`src/rtl/csu_pkg.sv`:
```
package csu_pkg;
    localparam int CSU_ADDR_W = 16;
    localparam int CSU_DATA_W = 8;
    localparam int CSU_REG_AW = 3;
    localparam int CSU_NREGS  = 1 << CSU_REG_AW;
    localparam int CSU_STR_W  = 2;
    localparam int CSU_NWIN   = 2;
    localparam int CSU_PAGE_SH = 8;

    // Bit layout of every select configuration byte
    typedef struct packed {
        logic                 flag7;     // prog: GP priority; GP1: link into GP2
        logic                 link_prog; // GP: mirror into program pin
        logic [CSU_STR_W-1:0] stretch;
        logic                 mode;      // prog/io: size; GP: window tracking
        logic                 pol;       // 1 = active high
        logic                 av;        // 1 = address-valid qualified
        logic                 en;
    } sel_cfg_t;

    typedef enum logic [2:0] {
        WIN_NONE = 3'd0,
        WIN_IO   = 3'd1,
        WIN_PROG = 3'd2,
        WIN_GP1  = 3'd3,
        WIN_GP2  = 3'd4
    } winner_e;

    localparam logic [CSU_REG_AW-1:0] LOC_PROG = 3'd0;
    localparam logic [CSU_REG_AW-1:0] LOC_IO   = 3'd1;
    localparam logic [CSU_REG_AW-1:0] LOC_GP0  = 3'd2; // GP1 block start, GP2 at +3
endpackage

```
`src/rtl/csu_regs.sv`:
```
module csu_regs
    import csu_pkg::*;
(
    input  logic                  clk,
    input  logic                  rst_n,
    input  logic                  wr_en,
    input  logic [CSU_REG_AW-1:0] wr_addr,
    input  logic [CSU_DATA_W-1:0] wr_data,
    output sel_cfg_t              prog_cfg,
    output sel_cfg_t              io_cfg,
    output sel_cfg_t              gp_cfg  [2],
    output logic [CSU_DATA_W-1:0] gp_base [2],
    output logic [CSU_DATA_W-1:0] gp_size [2]
);
    logic [CSU_DATA_W-1:0] regs_q [CSU_NREGS];

    always_ff @(posedge clk or negedge rst_n) begin
        if (!rst_n) begin
            for (int i = 0; i < CSU_NREGS; i++) regs_q[i] <= '0;
        end else if (wr_en) begin
            regs_q[wr_addr] <= wr_data;
        end
    end

    assign prog_cfg = sel_cfg_t'(regs_q[LOC_PROG]);
    assign io_cfg   = sel_cfg_t'(regs_q[LOC_IO]);

    for (genvar g = 0; g < 2; g++) begin : g_gp_fields
        localparam int BASE_LOC = int'(LOC_GP0) + 3 * g;
        assign gp_cfg[g]  = sel_cfg_t'(regs_q[BASE_LOC]);
        assign gp_base[g] = regs_q[BASE_LOC + 1];
        assign gp_size[g] = regs_q[BASE_LOC + 2];
    end

    // stored byte follows the write that was strobed
    assert_write_stores_R2: assert property (@(posedge clk) disable iff (!rst_n)
        wr_en |=> regs_q[$past(wr_addr)] == $past(wr_data));
    // no strobe, no change
    assert_no_write_hold_R2: assert property (@(posedge clk) disable iff (!rst_n)
        !wr_en |=> regs_q[$past(wr_addr)] == $past(regs_q[wr_addr]));
endmodule

```
`src/rtl/csu_fixed_match.sv`:
```
module csu_fixed_match
    import csu_pkg::*;
(
    input  logic [CSU_ADDR_W-1:0] cpu_addr,
    input  logic                  e_high,
    input  logic                  addr_valid,
    input  sel_cfg_t              prog_cfg,
    input  sel_cfg_t              io_cfg,
    output logic                  prog_hit,
    output logic                  io_hit
);
    localparam int IO_TOP = 13; // 8 KB page boundary bit

    logic prog_qual, io_qual, prog_rng, io_rng;

    always_comb begin
        prog_qual = prog_cfg.av ? addr_valid : e_high;
        io_qual   = io_cfg.av   ? addr_valid : e_high;
        prog_rng  = prog_cfg.mode | cpu_addr[CSU_ADDR_W-1];
        io_rng    = (cpu_addr[CSU_ADDR_W-1:IO_TOP] == '0) &&
                    (io_cfg.mode || cpu_addr[IO_TOP-1]);
        prog_hit  = prog_cfg.en & prog_qual & prog_rng;
        io_hit    = io_cfg.en & io_qual & io_rng;
    end
endmodule

```
`src/rtl/csu_gp_match.sv`:
```
module csu_gp_match
    import csu_pkg::*;
(
    input  logic                  clk,
    input  logic                  rst_n,
    input  logic [CSU_ADDR_W-1:0] cpu_addr,
    input  logic                  e_high,
    input  logic                  addr_valid,
    input  logic [CSU_NWIN-1:0]   win_hit,
    input  sel_cfg_t              cfg,
    input  logic [CSU_DATA_W-1:0] base,
    input  logic [CSU_DATA_W-1:0] size,
    output logic                  hit
);
    localparam int CODE_W = 3;
    localparam int WIN_BIT = CODE_W;

    logic [CSU_ADDR_W-1:0] span_mask;
    logic [CSU_ADDR_W-1:0] base_addr;
    logic                  rng, qual, win_sel;
    logic                  unused_size_bits;

    always_comb begin
        span_mask = ({{(CSU_ADDR_W-1){1'b0}}, 1'b1} << (CSU_PAGE_SH + int'(size[CODE_W-1:0]))) - 1'b1;
        base_addr = {base, {CSU_PAGE_SH{1'b0}}};
        win_sel   = win_hit[size[WIN_BIT]];
        rng       = cfg.mode ? win_sel : (((cpu_addr ^ base_addr) & ~span_mask) == '0);
        qual      = cfg.av ? addr_valid : e_high;
        hit       = cfg.en & qual & rng;
    end

    assign unused_size_bits = ^size[CSU_DATA_W-1:WIN_BIT+1];

    // a hit never appears outside its timing qualifier
    assert_hit_qualified_R3: assert property (@(posedge clk) disable iff (!rst_n)
        hit |-> (cfg.en && (cfg.av ? addr_valid : e_high)));
endmodule

```
`src/rtl/csu_resolve.sv`:
```
module csu_resolve
    import csu_pkg::*;
(
    input  logic                 clk,
    input  logic                 rst_n,
    input  logic                 io_hit,
    input  logic                 prog_hit,
    input  logic [1:0]           gp_hit,
    input  sel_cfg_t             prog_cfg,
    input  sel_cfg_t             io_cfg,
    input  sel_cfg_t             gp_cfg [2],
    output logic                 cs_prog,
    output logic                 cs_io,
    output logic                 cs_gp1,
    output logic                 cs_gp2,
    output logic [CSU_STR_W-1:0] stretch
);
    winner_e win;
    logic    io_act, prog_act, gp1_act, gp2_act;
    logic    prog_drv, gp2_drv;
    logic    unused_cfg_bits;

    always_comb begin
        win = WIN_NONE;
        if (io_hit) begin
            win = WIN_IO;
        end else if (prog_cfg.flag7) begin
            if      (gp_hit[0]) win = WIN_GP1;
            else if (gp_hit[1]) win = WIN_GP2;
            else if (prog_hit)  win = WIN_PROG;
        end else begin
            if      (prog_hit)  win = WIN_PROG;
            else if (gp_hit[0]) win = WIN_GP1;
            else if (gp_hit[1]) win = WIN_GP2;
        end
    end

    always_comb begin
        io_act   = (win == WIN_IO);
        prog_act = (win == WIN_PROG);
        gp1_act  = (win == WIN_GP1);
        gp2_act  = (win == WIN_GP2);
        gp2_drv  = gp2_act | (gp1_act & gp_cfg[0].flag7);
        prog_drv = prog_act | (gp1_act & gp_cfg[0].link_prog)
                            | (gp2_act & gp_cfg[1].link_prog);
        cs_io    = ~(io_act   ^ io_cfg.pol);
        cs_prog  = ~(prog_drv ^ prog_cfg.pol);
        cs_gp1   = ~(gp1_act  ^ gp_cfg[0].pol);
        cs_gp2   = ~(gp2_drv  ^ gp_cfg[1].pol);
    end

    always_comb begin
        unique case (win)
            WIN_IO:   stretch = io_cfg.stretch;
            WIN_PROG: stretch = prog_cfg.stretch;
            WIN_GP1:  stretch = gp_cfg[0].stretch;
            WIN_GP2:  stretch = gp_cfg[1].stretch;
            default:  stretch = '0;
        endcase
    end

    assign unused_cfg_bits = ^{io_cfg.flag7, io_cfg.link_prog, io_cfg.mode, io_cfg.av, io_cfg.en,
                               prog_cfg.link_prog, prog_cfg.mode, prog_cfg.av, prog_cfg.en,
                               gp_cfg[1].flag7, gp_cfg[0].mode, gp_cfg[0].av, gp_cfg[0].en,
                               gp_cfg[1].mode, gp_cfg[1].av, gp_cfg[1].en};

    // only one select can win
    assert_single_winner_R8: assert property (@(posedge clk) disable iff (!rst_n)
        $onehot0({io_act, prog_act, gp1_act, gp2_act}));
    // an I/O hit always wins
    assert_io_first_R8: assert property (@(posedge clk) disable iff (!rst_n)
        io_hit |-> (cs_io == io_cfg.pol) && !gp1_act && !gp2_act);
    // nothing selected means no stretch
    assert_idle_stretch_R12: assert property (@(posedge clk) disable iff (!rst_n)
        !(io_hit || prog_hit || (|gp_hit)) |-> stretch == '0);
endmodule

```
`src/rtl/chip_select_unit.sv`:
```
module chip_select_unit
    import csu_pkg::*;
(
    input  logic                  clk,
    input  logic                  rst_n,
    input  logic                  wr_en,
    input  logic [CSU_REG_AW-1:0] wr_addr,
    input  logic [CSU_DATA_W-1:0] wr_data,
    input  logic [CSU_ADDR_W-1:0] cpu_addr,
    input  logic                  e_high,
    input  logic                  addr_valid,
    input  logic [CSU_NWIN-1:0]   win_hit,
    output logic                  cs_prog,
    output logic                  cs_io,
    output logic                  cs_gp1,
    output logic                  cs_gp2,
    output logic [CSU_STR_W-1:0]  stretch
);
    sel_cfg_t              prog_cfg, io_cfg;
    sel_cfg_t              gp_cfg  [2];
    logic [CSU_DATA_W-1:0] gp_base [2];
    logic [CSU_DATA_W-1:0] gp_size [2];
    logic                  prog_hit, io_hit;
    logic [1:0]            gp_hit;

    csu_regs i_regs (
        .clk(clk), .rst_n(rst_n), .wr_en(wr_en), .wr_addr(wr_addr), .wr_data(wr_data),
        .prog_cfg(prog_cfg), .io_cfg(io_cfg), .gp_cfg(gp_cfg),
        .gp_base(gp_base), .gp_size(gp_size)
    );

    csu_fixed_match i_fixed (
        .cpu_addr(cpu_addr), .e_high(e_high), .addr_valid(addr_valid),
        .prog_cfg(prog_cfg), .io_cfg(io_cfg), .prog_hit(prog_hit), .io_hit(io_hit)
    );

    for (genvar g = 0; g < 2; g++) begin : g_gp
        csu_gp_match i_gp (
            .clk(clk), .rst_n(rst_n), .cpu_addr(cpu_addr), .e_high(e_high),
            .addr_valid(addr_valid), .win_hit(win_hit), .cfg(gp_cfg[g]),
            .base(gp_base[g]), .size(gp_size[g]), .hit(gp_hit[g])
        );
    end

    csu_resolve i_resolve (
        .clk(clk), .rst_n(rst_n), .io_hit(io_hit), .prog_hit(prog_hit), .gp_hit(gp_hit),
        .prog_cfg(prog_cfg), .io_cfg(io_cfg), .gp_cfg(gp_cfg),
        .cs_prog(cs_prog), .cs_io(cs_io), .cs_gp1(cs_gp1), .cs_gp2(cs_gp2), .stretch(stretch)
    );
endmodule

```
`config.mk`:
```
export PLATFORM = sky130hd
export DESIGN_NAME = chip_select_unit
export DESIGN_NICKNAME = d
export VERILOG_FILES = /design/src/rtl/csu_pkg.sv /design/src/rtl/csu_regs.sv /design/src/rtl/csu_fixed_match.sv /design/src/rtl/csu_gp_match.sv /design/src/rtl/csu_resolve.sv /design/src/rtl/chip_select_unit.sv
export SDC_FILE = /design/constraint.sdc
export NUM_CORES = 1
export LEC_CHECK = 0
export ABC_AREA = 1
export CAP_MARGIN = 10
export CORE_MARGIN = 2
export CORE_UTILIZATION = 36
export CTS_CLUSTER_DIAMETER = 40
export DETAILED_ROUTE_END_ITERATION = 8
export PLACE_DENSITY = 0.57
export SYNTH_ARGS = -nofsm -noshare
export SYNTH_HDL_FRONTEND = slang
export SYNTH_SLANG_ARGS = --single-unit
```
`constraint.sdc`:
```
create_clock -name clk -period 2 [get_ports clk]
set_input_delay 0.3 -clock clk [delete_from_list [all_inputs] [get_ports clk]]
set_output_delay 0.3 -clock clk [all_outputs]
set_load 0.01 [all_outputs]
```
==> results of run 1 <==
area by class of cell:
cell class | count | area, um2
Clock buffer | 5 | 68.8
Inverter | 44 | 166
Clock inverter | 3 | 18.8
Timing Repair Buffer | 75 | 636
Multi-Input combinational cell | 269 | 1400
Sequential cell | 52 | 1300
Fill cell | 749 | 3620
Tap cell | 99 | 124
through the flow:
step	instances	hold WS, ns	util, %
after floorplan	372	0.00441	-
after global placement	528	0.260	47.2
after detailed placement	528	0.265	47.2
after CTS	541	0.455	49.1
after global routing	547	0.490	50.6
final	547	0.442	50.6
state kept, by name (all words and copies together) (netlist names):
signal / flops
i_regs.prog_cfg: 7
i_regs.gp_base: 16
i_regs.gp_cfg: 15
i_regs.io_cfg: 6
i_regs.gp_size: 8
metal layers:
metal	GRT usage (%)	wire [um]	up-vias
met4	5.05	40	0
met1	26.6	3610	1191
met3	3.04	268	2
met2	30.0	3350	41
li1	-	-	1334
met5	0	0	-
cell usage in the layout, fill, tap and decap left out, types with 3 or more instances in the layout:
cell type	netlist	final
nand3_2	2	6
buf_6	0	3
dfrtp_1	52	52
buf_4	1	40
nor2_4	1	3
clkdlybuf4s50_1	0	19
o21ai_0	57	56
nor2_1	26	21
a21oi_1	3	3
dlygate4sd2_1	0	3
nor2_2	4	7
nand4_1	7	7
nand2_1	123	118
nand2_2	5	9
clkinv_2	1	3
buf_2	0	6
clkbuf_8	0	5
inv_2	3	7
inv_1	40	36
xor2_1	6	4
xnor2_1	3	3
nand3_1	19	14
cells by family after synthesis:
kind of cell,Yosys count,synth area share [%]
buffers and inverters,51,7.10
AND/OR/NAND/NOR,192,29.4
XOR/XNOR,9,2.85
AO/OA/AOI/OAI,66,12.7
flip-flops,52,47.0
adder cells (fa/ha/maj),2,0.904
report_power, final:
group          leakage, nW  switching [mW]  total, mW  internal, mW
logic                 1.15           0.563       1.10         0.534
clock network       0.0479           0.375      0.620         0.245
registers            0.652           0.140       1.39          1.25
total                 1.85            1.08       3.11          2.03
what timing repair did:
item / 4_1_cts / 5_1_grt
buffers inserted: 4 / 7
setup endpoints to repair: 6 / 6
hold buffers: 1 / 0
pin swaps: 17 / 15
resized for setup: 37 / 19
hold endpoints to repair: 16 / 0
worst min path at each step:
stage	from	endpoint	slack, ns	depth (start not counted)
global placement	rst_n	i_regs.gp_size[1]	0.26	1
finish	rst_n	i_regs.gp_base[2]	0.44	2
global route	rst_n	i_regs.gp_size[11]	0.49	2
floorplan	rst_n	i_regs.gp_base[0]	0.004	0
CTS	rst_n	i_regs.gp_size[11]	0.46	2
detailed placement	rst_n	i_regs.gp_size[1]	0.26	1
==> impl_metrics.yaml, run 1 <==
layout:
  drive_gt1_share_pct: 23.2
  syn_to_final_growth_pct: 34.2
  insertedDiodeCount: 0
  final_area_um2: 3710
  nets: 483
sta:
  timing.fmax_mhz: 370
  slew_headroom_pct: 67.4
  tightest_slew_ns: 0.488
  fin_skew_ns: 0
  finalHoldViolations: 0
  final-setup-viol-count: 5
  period_share_pct: 135
  fin_crit_ns: 2.70
  finalSetupTns_ns: -3.40
  fin_ws_ns: -0.700
  slew_violations: 0
  rsz0062_at_grt: "true"
synthesis:
  syn_area_um2: 2770
  synth_edf_count: 0
  yosysTopAreaCell: "dfrtp_1"
  yosysMostFrequentCell: "nand2_1"
  synth_flop_cell: "dfrtp_1"
  synthTopCellsByArea: "dfrtp_1 47%, nand2_1 17%, o21ai_0 10%"
  synthArstFlopShare_pct: 100
  synth-seq-cells: 52
  ys_types: 27
  synth_cells: 372
  syn-mean-instance-area_um2: 7.44
  synth_seq_area_share_pct: 47.0
  synthTopCellsByCount: "123 x nand2_1, 57 x o21ai_0, 52 x dfrtp_1, 40 x inv_1, 26 x nor2_1"
  ys.warnings.count: 0
  synth_top_area_share_pct: 47.0
  syn_nets: 408
global_routing:
  grt_pass1_wl_mm: 12.4
  grt_pass1_vias: 2470
  grt-ovfl-total: 0
  grt_max_degree: 37
  antenna_found_initial: 0
  grt_usage_pct: 18.8
critical_path:
  cp_max_fo: 6
  critPathLaunchType: "flop"
  crit_chain: "nor2_4 -> nand2_1 -> ha_4 -> inv_1 -> nand4_1 -> nand3_1 -> nand3_1 -> nor2_2 -> nor2_1 -> nor2_2 -> nand2_2 -> nor2_4 -> buf_4 -> nand2_1 -> nand4_1 -> buf_2"
  path_depth: 16
  cp_slowest_stage_delay_ns: 0.42
  crit_family: "simple AND/OR/NAND/NOR gates"
  crit_end: "stretch[0]"
  cp_num_buf_inv: 3
  r2r_start: "i_regs.gp_size[2]"
  rr_endpoint: "i_regs.gp_size[2]"
  worstSetupEndpointType: "primary output"
  reg2reg_depth: 4
  crit_type: "flop to primary output"
  slowest_stage: "dfrtp_1"
  reg2reg_setup_slack_ns: 1.01
  critPathLaunch: "i_regs.gp_size[1]"
  crit_required_ns: 1.70
  arrival_ns: 2.40
clock_tree:
  clock-sinks: 52
  cts_tree: "yes"
  insertion_delay_ns: 0.31
  cts_buffers: 5
  clock_path_buffers: 2
  clockRootBuffer: "clkbuf_8"
  clk_pin_slew_ns: 0.10
  htreeDepth: 2
route:
  remaining_drc_errors: 0
  dr_total_vias: 2568
  routedWlPerCell_um: 13.3
  ant_nets: 0
  drt_iter0_drc: 99
  vias_per_cell: 4.69
  totalWireLength_mm: 7.27
  drt-pass1-iter-count: 4
place:
  dpl.hpwl_mm: 5.38
  gp_congestion: 0.812
  placed_area_um2: 3460
  portBuffers: 31
  pre_cts_ws_ns: -0.939
die:
  rows: 31
  dieArea_um2: 8400
  die_w_um: 91.7
  initial_core_util_pct: 37.7
  coreArea_um2: 7330
  ioPinCount: 40
  die_height_um: 91.7
run_status:
  failed_checks: "negative setup slack"
  status: "finished with violations"
min_path:
  hold_class: "primary input to asynchronous set/reset pin"
pwr:
  p_per_area_nw_per_um2: 837
  finalPower_mw: 3.11
  p_leak_nw: 1.85
  peakVddDrop_mv: 0.350
flow_run:
  cap_violations: 0
No activity file was read; power rests on OpenSTA's default activity.
==> run 2, diff against run 1 <==
PLACE_DENSITY = 0.55   (was 0.57)
SYNTH_HIERARCHICAL = 1   (was unset)
==> impl_metrics.yaml, run 2 <==
route:
  dr_total_vias: 2905
  remaining_drc_errors: 0
  totalWireLength_mm: 8.44
  drt-pass1-iter-count: 4
  vias_per_cell: 4.64
  routedWlPerCell_um: 13.5
  drt_iter0_drc: 163
  ant_nets: 0
critical_path:
  crit_top_cell: "nor2_1"
  crit_type: "flop to primary output"
  slowest_stage: "dfrtp_1"
  worstSetupEndpointType: "primary output"
  cp_slowest_stage_delay_ns: 0.40
  critPathLaunchType: "flop"
  crit_family: "simple AND/OR/NAND/NOR gates"
  arrival_ns: 2.57
  crit_chain: "inv_2 -> nand3_2 -> ha_4 -> o21ai_2 -> nor2_1 -> nor2_1 -> nand2_1 -> nor2_1 -> nand2_1 -> a21oi_4 -> buf_6 -> buf_4 -> nand2_2 -> buf_4 -> nand4_1 -> nand4_1 -> buf_2"
  reg2reg_setup_slack_ns: 1.21
  cp_max_fo: 4
  crit_required_ns: 1.70
  cp_num_buf_inv: 5
place:
  dp.cells: 613
  placed_area_um2: 3810
  gp_congestion: 0.844
  portBuffers: 31
  pre_cts_ws_ns: -1.05
  dpl.hpwl_mm: 6.40
sta:
  fin_ws_ns: -0.874
  rsz0062_at_grt: "true"
  slew_violations: 0
  final-setup-viol-count: 5
  hold_slack_ns: 0.382
  fin_skew_ns: 0
  finalSetupTns_ns: -4.30
  slew_headroom_pct: 62.8
  period_share_pct: 144
  timing.fmax_mhz: 348
  finalHoldViolations: 0
  tightest_slew_ns: 0.556
  fin_crit_ns: 2.87
pwr:
  peakVddDrop_mv: 0.298
  finalPower_mw: 3.16
  p_leak_nw: 2.13
  p_per_area_nw_per_um2: 790
die:
  coreArea_um2: 8300
  dieArea_um2: 9440
  die_w_um: 97.1
  initial_core_util_pct: 37.6
  ioPinCount: 40
  rows: 33
  die_height_um: 97.1
flow_run:
  cap_violations: 0
layout:
  syn_to_final_growth_pct: 28.1
  nets: 556
  final_cell_mix: "195 x nand2_1, 56 x buf_4, 52 x dfrtp_1"
  insertedDiodeCount: 0
  drive_gt1_share_pct: 21.5
  instances_no_fill: 626
  final_area_um2: 4000
  fin_util_pct: 48.2
  final_common_cell: "nand2_1"
  largest_register_ffs: 16
clock_tree:
  clock_path_buffers: 2
  clk_pin_slew_ns: 0.10
  htreeDepth: 2
  clockRootBuffer: "clkbuf_8"
  clock-sinks: 52
  cts_tree: "yes"
  insertion_delay_ns: 0.30
  cts_buffers: 5
global_routing:
  grt_usage_pct: 18.7
  antenna_found_initial: 0
  grt_max_degree: 29
  grt_pass1_wl_mm: 14.5
  grt_pass1_vias: 2968
  grt-ovfl-total: 0
synthesis:
  syn_nets: 469
  syn_area_um2: 3120
  synth_cells: 433
  ys.warnings.count: 6
  syn-mean-instance-area_um2: 7.21
min_path:
  hold_class: "primary input to asynchronous set/reset pin"
run_status:
  failed_checks: "negative setup slack"
  status: "finished with violations"
## run 2: final timing paths
kind                                     from                 to  depth (start not counted)
min                                     rst_n  i_regs/gp_base[1]                          2
min in group clk             i_regs/io_cfg[4]   i_regs/io_cfg[4]                          2
min reg2reg                  i_regs/io_cfg[4]   i_regs/io_cfg[4]                          2
max                        i_regs/gp_size[10]         stretch[1]                         17
max reg2reg                 i_regs/gp_size[0]  i_regs/gp_size[0]                          3
max in group asynchronous               rst_n   i_regs/gp_cfg[8]                          3
## run 2: cell type report
cell class | instances | area (um2)
multi-input combinational | 330 | 1570
clock buffer | 5 | 68.8
sequential | 52 | 1300
clock inverter | 3 | 23.8
tap | 105 | 131
inverter | 39 | 149
timing repair buffer | 92 | 756
fill | 853 | 4300
## run 2: report_power, final
group          switching, mW  internal (mW)  total [mW]
combinational          0.595          0.550        1.14
sequential             0.140           1.25        1.39
clock                  0.382          0.249       0.631
total                   1.12           2.05        3.16
## run 2: timing repair
item                                    4_1_cts  5_1_grt
hold buffers                                  1        0
hold endpoints to repair                      7        0
gates resized for setup                      44        4
setup buffers                                 3        1
gates cloned                                  0        0
pin swaps                                    15        7
endpoints found under the setup margin        6        6
## run 2: metal layers
layer  GRT usage [%]  routed length (um)  part of all wire [%]
met1            26.9                4150                    49
met2            30.2                3770                    45
met3            2.23                 432                   5.1
met4            4.55                  85                   1.0
met5               0                   0                     0
==> run 3, diff against run 2 <==
CTS_CLUSTER_SIZE = 14   (was unset)
==> results of run 3 <==
The final DEF is identical to that of run 2; final timing and power are the same.
